--- src/rtl/pkey_pkg.sv ---
package pkey_pkg;

    localparam int PK_ENTRIES = 16;
    localparam int PK_KEY_W   = 24;
    localparam int PK_WORD_W  = 64;

    // Field positions inside the software-visible entry word.
    localparam int POS_VLD    = 0;
    localparam int POS_WDENY  = 1;
    localparam int POS_RDENY  = 2;
    localparam int POS_XDENY  = 3;
    localparam int POS_KEY_LO = 8;

    typedef enum logic [1:0] {
        ACC_READ  = 2'd0,
        ACC_WRITE = 2'd1,
        ACC_FETCH = 2'd2,
        ACC_BAD   = 2'd3
    } acc_e;

endpackage

--- src/rtl/pkey_entry_file.sv ---
module pkey_entry_file
    import pkey_pkg::*;
#(
    parameter int N_ENT = PK_ENTRIES,
    parameter int KEY_W = PK_KEY_W,
    localparam int IDX_W = $clog2(N_ENT)
) (
    input  logic                     clk,
    input  logic                     rst_n,
    input  logic                     wr_en,
    input  logic [IDX_W-1:0]         wr_idx,
    input  logic [PK_WORD_W-1:0]     wr_data,
    input  logic [IDX_W-1:0]         rd_idx,
    output logic [PK_WORD_W-1:0]     rd_data,
    output logic [N_ENT-1:0]         ent_vld,
    output logic [N_ENT-1:0]         ent_wdeny,
    output logic [N_ENT-1:0]         ent_rdeny,
    output logic [N_ENT-1:0]         ent_xdeny,
    output logic [N_ENT-1:0][KEY_W-1:0] ent_key
);

    typedef struct packed {
        logic [N_ENT-1:0]            vld;
        logic [N_ENT-1:0]            wdeny;
        logic [N_ENT-1:0]            rdeny;
        logic [N_ENT-1:0]            xdeny;
        logic [N_ENT-1:0][KEY_W-1:0] key;
    } tbl_t;

    tbl_t tbl_d, tbl_q;

    // Reserved bits are not stored; they are simply dropped here.
    logic unused_rsvd;
    assign unused_rsvd = ^{wr_data[PK_WORD_W-1:POS_KEY_LO+KEY_W],
                           wr_data[POS_KEY_LO-1:POS_XDENY+1]};

    always_comb begin
        tbl_d = tbl_q;
        if (wr_en && (int'(wr_idx) < N_ENT)) begin
            tbl_d.vld[wr_idx]   = wr_data[POS_VLD];
            tbl_d.wdeny[wr_idx] = wr_data[POS_WDENY];
            tbl_d.rdeny[wr_idx] = wr_data[POS_RDENY];
            tbl_d.xdeny[wr_idx] = wr_data[POS_XDENY];
            tbl_d.key[wr_idx]   = wr_data[POS_KEY_LO +: KEY_W];
        end
    end

    always_ff @(posedge clk) begin
        if (!rst_n) begin
            tbl_q <= '0;
        end else begin
            tbl_q <= tbl_d;
        end
    end

    always_comb begin
        rd_data = '0;
        if (int'(rd_idx) < N_ENT) begin
            rd_data[POS_VLD]             = tbl_q.vld[rd_idx];
            rd_data[POS_WDENY]           = tbl_q.wdeny[rd_idx];
            rd_data[POS_RDENY]           = tbl_q.rdeny[rd_idx];
            rd_data[POS_XDENY]           = tbl_q.xdeny[rd_idx];
            rd_data[POS_KEY_LO +: KEY_W] = tbl_q.key[rd_idx];
        end
    end

    assign ent_vld   = tbl_q.vld;
    assign ent_wdeny = tbl_q.wdeny;
    assign ent_rdeny = tbl_q.rdeny;
    assign ent_xdeny = tbl_q.xdeny;
    assign ent_key   = tbl_q.key;

endmodule

--- src/rtl/pkey_match.sv ---
module pkey_match #(
    parameter int N_ENT = 16,
    parameter int KEY_W = 24,
    localparam int IDX_W = $clog2(N_ENT)
) (
    input  logic [N_ENT-1:0]            ent_vld,
    input  logic [N_ENT-1:0][KEY_W-1:0] ent_key,
    input  logic [KEY_W-1:0]            lk_key,
    output logic                        hit,
    output logic [IDX_W-1:0]            hit_idx
);

    logic [N_ENT-1:0] eq_vec;

    for (genvar g = 0; g < N_ENT; g++) begin : g_cmp
        assign eq_vec[g] = ent_vld[g] && (ent_key[g] == lk_key);
    end

    // Lowest index wins: scan downward so the last assignment is the lowest.
    always_comb begin
        hit_idx = '0;
        for (int i = N_ENT - 1; i >= 0; i--) begin
            if (eq_vec[i]) begin
                hit_idx = IDX_W'(i);
            end
        end
    end

    assign hit = |eq_vec;

endmodule

--- src/rtl/pkey_perm.sv ---
module pkey_perm
    import pkey_pkg::*;
(
    input  logic       wdeny,
    input  logic       rdeny,
    input  logic       xdeny,
    input  logic [1:0] acc,
    output logic       deny
);

    always_comb begin
        unique case (acc_e'(acc))
            ACC_READ:  deny = rdeny;
            ACC_WRITE: deny = wdeny;
            ACC_FETCH: deny = xdeny;
            default:   deny = 1'b1;
        endcase
    end

endmodule

--- src/rtl/pkey_check_unit.sv ---
module pkey_check_unit
    import pkey_pkg::*;
#(
    parameter int N_ENT = PK_ENTRIES,
    parameter int KEY_W = PK_KEY_W,
    localparam int IDX_W = $clog2(N_ENT)
) (
    input  logic                 clk,
    input  logic                 rst_n,
    input  logic                 wr_en,
    input  logic [IDX_W-1:0]     wr_idx,
    input  logic [PK_WORD_W-1:0] wr_data,
    input  logic [IDX_W-1:0]     rd_idx,
    output logic [PK_WORD_W-1:0] rd_data,
    input  logic                 lk_valid,
    input  logic [KEY_W-1:0]     lk_key,
    input  logic [1:0]           lk_acc,
    output logic                 res_valid,
    output logic                 res_ok,
    output logic                 res_key_miss,
    output logic                 res_key_perm,
    output logic [IDX_W-1:0]     res_idx
);

    typedef struct packed {
        logic             valid;
        logic             ok;
        logic             miss;
        logic             perm;
        logic [IDX_W-1:0] idx;
    } res_t;

    res_t res_d, res_q;

    logic [N_ENT-1:0]            ent_vld;
    logic [N_ENT-1:0]            ent_wdeny;
    logic [N_ENT-1:0]            ent_rdeny;
    logic [N_ENT-1:0]            ent_xdeny;
    logic [N_ENT-1:0][KEY_W-1:0] ent_key;
    logic                        hit;
    logic [IDX_W-1:0]            hit_idx;
    logic                        deny;

    pkey_entry_file #(.N_ENT(N_ENT), .KEY_W(KEY_W)) u_file (
        .clk       (clk),
        .rst_n     (rst_n),
        .wr_en     (wr_en),
        .wr_idx    (wr_idx),
        .wr_data   (wr_data),
        .rd_idx    (rd_idx),
        .rd_data   (rd_data),
        .ent_vld   (ent_vld),
        .ent_wdeny (ent_wdeny),
        .ent_rdeny (ent_rdeny),
        .ent_xdeny (ent_xdeny),
        .ent_key   (ent_key)
    );

    pkey_match #(.N_ENT(N_ENT), .KEY_W(KEY_W)) u_match (
        .ent_vld (ent_vld),
        .ent_key (ent_key),
        .lk_key  (lk_key),
        .hit     (hit),
        .hit_idx (hit_idx)
    );

    pkey_perm u_perm (
        .wdeny (ent_wdeny[hit_idx]),
        .rdeny (ent_rdeny[hit_idx]),
        .xdeny (ent_xdeny[hit_idx]),
        .acc   (lk_acc),
        .deny  (deny)
    );

    always_comb begin
        res_d = '0;
        if (lk_valid) begin
            res_d.valid = 1'b1;
            if (!hit) begin
                res_d.miss = 1'b1;
            end else begin
                res_d.idx  = hit_idx;
                res_d.perm = deny;
                res_d.ok   = !deny;
            end
        end
    end

    always_ff @(posedge clk) begin
        if (!rst_n) begin
            res_q <= '0;
        end else begin
            res_q <= res_d;
        end
    end

    assign res_valid    = res_q.valid;
    assign res_ok       = res_q.ok;
    assign res_key_miss = res_q.miss;
    assign res_key_perm = res_q.perm;
    assign res_idx      = res_q.idx;

endmodule

--- config.mk ---
export PLATFORM = sky130hd
export DESIGN_NAME = pkey_check_unit
export DESIGN_NICKNAME = d
export VERILOG_FILES = /design/src/rtl/pkey_pkg.sv /design/src/rtl/pkey_entry_file.sv /design/src/rtl/pkey_match.sv /design/src/rtl/pkey_perm.sv /design/src/rtl/pkey_check_unit.sv
export SDC_FILE = /design/constraint.sdc
export NUM_CORES = 1
export LEC_CHECK = 0
export BUFFER_PORTS_ARGS = -buffer_cell sky130_fd_sc_hd__buf_2
export CAP_MARGIN = 20
export CORE_MARGIN = 5
export CORE_UTILIZATION = 35
export CTS_CLUSTER_DIAMETER = 80
export DETAILED_ROUTE_END_ITERATION = 12
export PLACE_DENSITY = 0.51
export SETUP_SLACK_MARGIN = 0.3
export SLEW_MARGIN = 20
export SYNTH_ARGS = -nofsm -noshare
export SYNTH_HDL_FRONTEND = slang
export SYNTH_SLANG_ARGS = --single-unit
--- constraint.sdc ---
create_clock -name clk -period 7.75 [get_ports clk]
set_input_delay 1.1625 -clock clk [delete_from_list [all_inputs] [get_ports clk]]
set_output_delay 1.1625 -clock clk [all_outputs]
set_load 0.02 [all_outputs]
==> metrics.txt <==
status=complete, no violations; final setup TNS=0 ns; layout cells sized above 1=13.1%; Hold Crit Class=flop to flop; pwr dens=188 nW/um^2; Synth area leaders=dfxtp_1 (34%), nand2_1 (13%), a21boi_0 (13%); worst hold stages=2; Period minus WS final=5.20 ns; Worst path max stage delay=0.83 ns; mux share of post-synthesis cell area=13.1%; register area share after synthesis=34.3%; mapped cell area=26600 um^2; R2R Path End=res_ok; area grow syn2layout=9.71%; Critical Path Sink Type=flop; Hold Buf Count CTS=0; Hold Vio Cnt, Final=0; worst reg-to-reg path cell count=12; Place WS=2.04 ns; Cells after Synth=3079; maximum vdd ir drop=0.000163 V; Worst path slowest cell=nor4_1; max-slew violation count=0; Post-synth EDFFs=0; antenna viol nets, final=0; CP most frequent cell=o211ai_1; Crit path required time=8.28 ns; final instance area=29200 um^2; Crit Reg-Reg Startpoint=u_file.ent_key[317]; gr usage total=26.1%; Final Cycle Share=67.2%; Hold Crit Start=u_file.ent_wdeny[9]; Max Fclk=0.192 GHz; First-pass DRT Iterations=5; RSZ-0062 raised after global routing=false; Setup Fix Bufs, Post-CTS=0; Placed Area=27500 um^2; Rows=101; Cells after DPL=3935; GPL Wtd Cong=0.981; DRT Wirelength=110000 um; DRT iter0 DRCs=2762; Final Non-Filler Cells=4031; Critical Setup Path Class=input port to flop; cell accounting for the most synthesized area=dfxtp_1; synth unique cells=62; Bufs and invs on worst path=2; hpwl dp=80700 um; FFs w/ async S/R, synth=0%; top cell type's share of synthesized area=34.3%; fin worst setup slack=2.55 ns; Initial Utilization=35.1%; Routed wire per std cell=27.3 um; io pins=174; die extent in x=286 um; htree depth=2; vias in the first global route=21471; via/cell ratio=5.69; Sink Count=456; Vias=22936; Root Driver=clkbuf_16; die area=81600 um^2; Avg Synthesized Cell Area=8.64 um^2; largest family of logic cells by synthesized area=simple AND/OR/NAND/NOR gates; largest net degree at the start of global routing=230; final setup vio count=0; leakage=9.77 nW; Cell Chain, Critical Path=buf_2 -> buf_4 -> xor2_1 -> nor4_1 -> nand4_1 -> o211ai_1 -> o311ai_1 -> a2111o_1 -> nand2_4 -> mux4_2 -> nand3_1 -> o211ai_1 -> a2111oi_2 -> o31a_1; DRC viols=0; Max Cap Violations=0; startpoint types=input port; worst-skew pair later-pin latency=0.61 ns; Worst Max-Slew Pin Slew=1.11 ns; clock buffer depth=3; Clock transition at path regs=0.06 ns; NumNets Final=3114; CP arrival=5.74 ns; Compound-Gate Fraction of Synth Area=13.4%; Yosys Warn Count=0; clock tree from TritonCTS=yes; area of the core=75700 um^2; first-pass GRT wire length=158000 um; Resized cells post-CTS=0; CP delay by family, top=simple AND/OR/NAND/NOR gates; Setup Skew=0.0213 ns; port bufs=101; Die Y=286 um; gr ovfl total=0; initial antenna violation count=4; area share of fa/ha/maj cells after synthesis=0%; Yosys reg bits=456; most common flop cell mapped by yosys=dfxtp_1; post-synthesis simple-gate area fraction=21.3%; Rel. slew slack=25.9%; Hold EP=u_file.ent_wdeny[9]; Worst Path Max Fanout=16; Worst R2R Setup Slack=3.15 ns; Synth Area in XOR/XNOR=12.8%; Num CTS Buffers=53
==> per-stage QoR <==
step                      util, %  hold WS [ns]  power [mW]
final                        38.5         0.483        5.48
after global routing         38.5         0.501        5.66
after CTS                    38.5         0.485        5.52
after detailed placement     36.4         0.477        3.08
after global placement       36.4         0.463        3.08
after floorplan                 -         0.449        2.86
==> cell usage in the layout, fill, tap and decap left out, types with 4 or more instances in the layout <==
master and n:
clkbuf_1 17, nor2_2 12, xor2_1 201, buf_2 98
nor4_1 73, nor2_1 23, nor3_2 4, a21boi_0 448
or2_2 6, nand2_1 948, xnor2_1 188, o211ai_1 4
and3b_1 4, nor3b_1 5, inv_1 5, nand3_1 19
mux4_2 141, nor4b_1 6, mux2_2 5, buf_4 37
and2_1 7, nor2b_1 9, conb_1 36, and3_1 11
mux2i_1 24, clkinv_2 10, clkbuf_8 11, nor3_1 25
dfxtp_1 456, clkbuf_16 53, nand4_1 95, or4_1 14
==> Yosys cell counts (4+ instances only) <==
cell      instances
a21boi_0        448
and2_1            7
and3_1           11
and3b_1           4
buf_1            23
buf_2            43
buf_4            39
clkbuf_1        191
dfxtp_1         456
inv_1             5
mux2_2            5
mux2i_1          24
mux4_2          141
nand2_1         951
nand3_1          19
nand4_1          95
nor2_1           35
nor2b_1           9
nor3_1           29
nor3b_1           5
nor4_1           73
nor4b_1           6
o211ai_1          4
or2_2             6
or4_1            14
xnor2_1         188
xor2_1          201
==> routing by layer <==
layer | vias to the layer above | global-route usage (%) | share of wire, %
met3 | 139 | 4.39 | 9.0
met2 | 1091 | 40.2 | 44
met5 | - | 0 | 0.022
li1 | 10315 | - | -
met4 | 4 | 5.83 | 2.5
met1 | 11387 | 38.3 | 44
==> state kept, by name (all words and copies together), names as in the netlist <==
register / count
res_idx: 4
res_key_miss: 1
res_key_perm: 1
res_ok: 1
res_valid: 1
u_file.ent_key: 384
u_file.ent_rdeny: 16
u_file.ent_vld: 16
u_file.ent_wdeny: 16
u_file.ent_xdeny: 16
==> worst max-delay path by stage <==
stage | start | end | cells past startpoint
6_report | lk_key[6] | res_ok | 14
5_1_grt | lk_key[12] | res_ok | 13
4_1_cts | lk_key[10] | res_ok | 13
3_5_place_dp | lk_key[10] | res_ok | 13
3_3_place_gp | lk_key[12] | res_ok | 13
2_1_floorplan | rd_idx[0] | rd_data[13] | 6
==> cell families after synthesis <==
kind of cell              count (synthesis)
AOI/OAI and AO/OA                       470
xor gates and xnor gates                389
buffers and inverters                   303
DFF                                     456
muxes                                   171
other                                     1
and+or+nand+nor                        1289
==> final cells by class <==
type                       instances  area, um^2
clock inverter                    15         114
multi-input combinational       2355       16300
tap                              978        1220
fill                            7580       46500
inverter                           5        18.8
clock buffer                      80        1530
sequential                       456        9130
antenna                            1        2.50
timing repair buffer             141         860
==> worst min-delay path, delay by kind of cell, from the launching register on <==
family / cells / cell delay, ns
AO/OA/AOI/OAI: 1 / 0.06
flip-flops: 1 / 0.32
AND/OR/NAND/NOR: 1 / 0.05
==> power breakdown <==
part,switching (mW),internal [mW],total (mW)
Clock,1.05,1.39,2.43
Combinational,0.450,0.195,0.644
Sequential,0.0294,2.37,2.40
No activity file was read; power rests on OpenSTA's default activity.
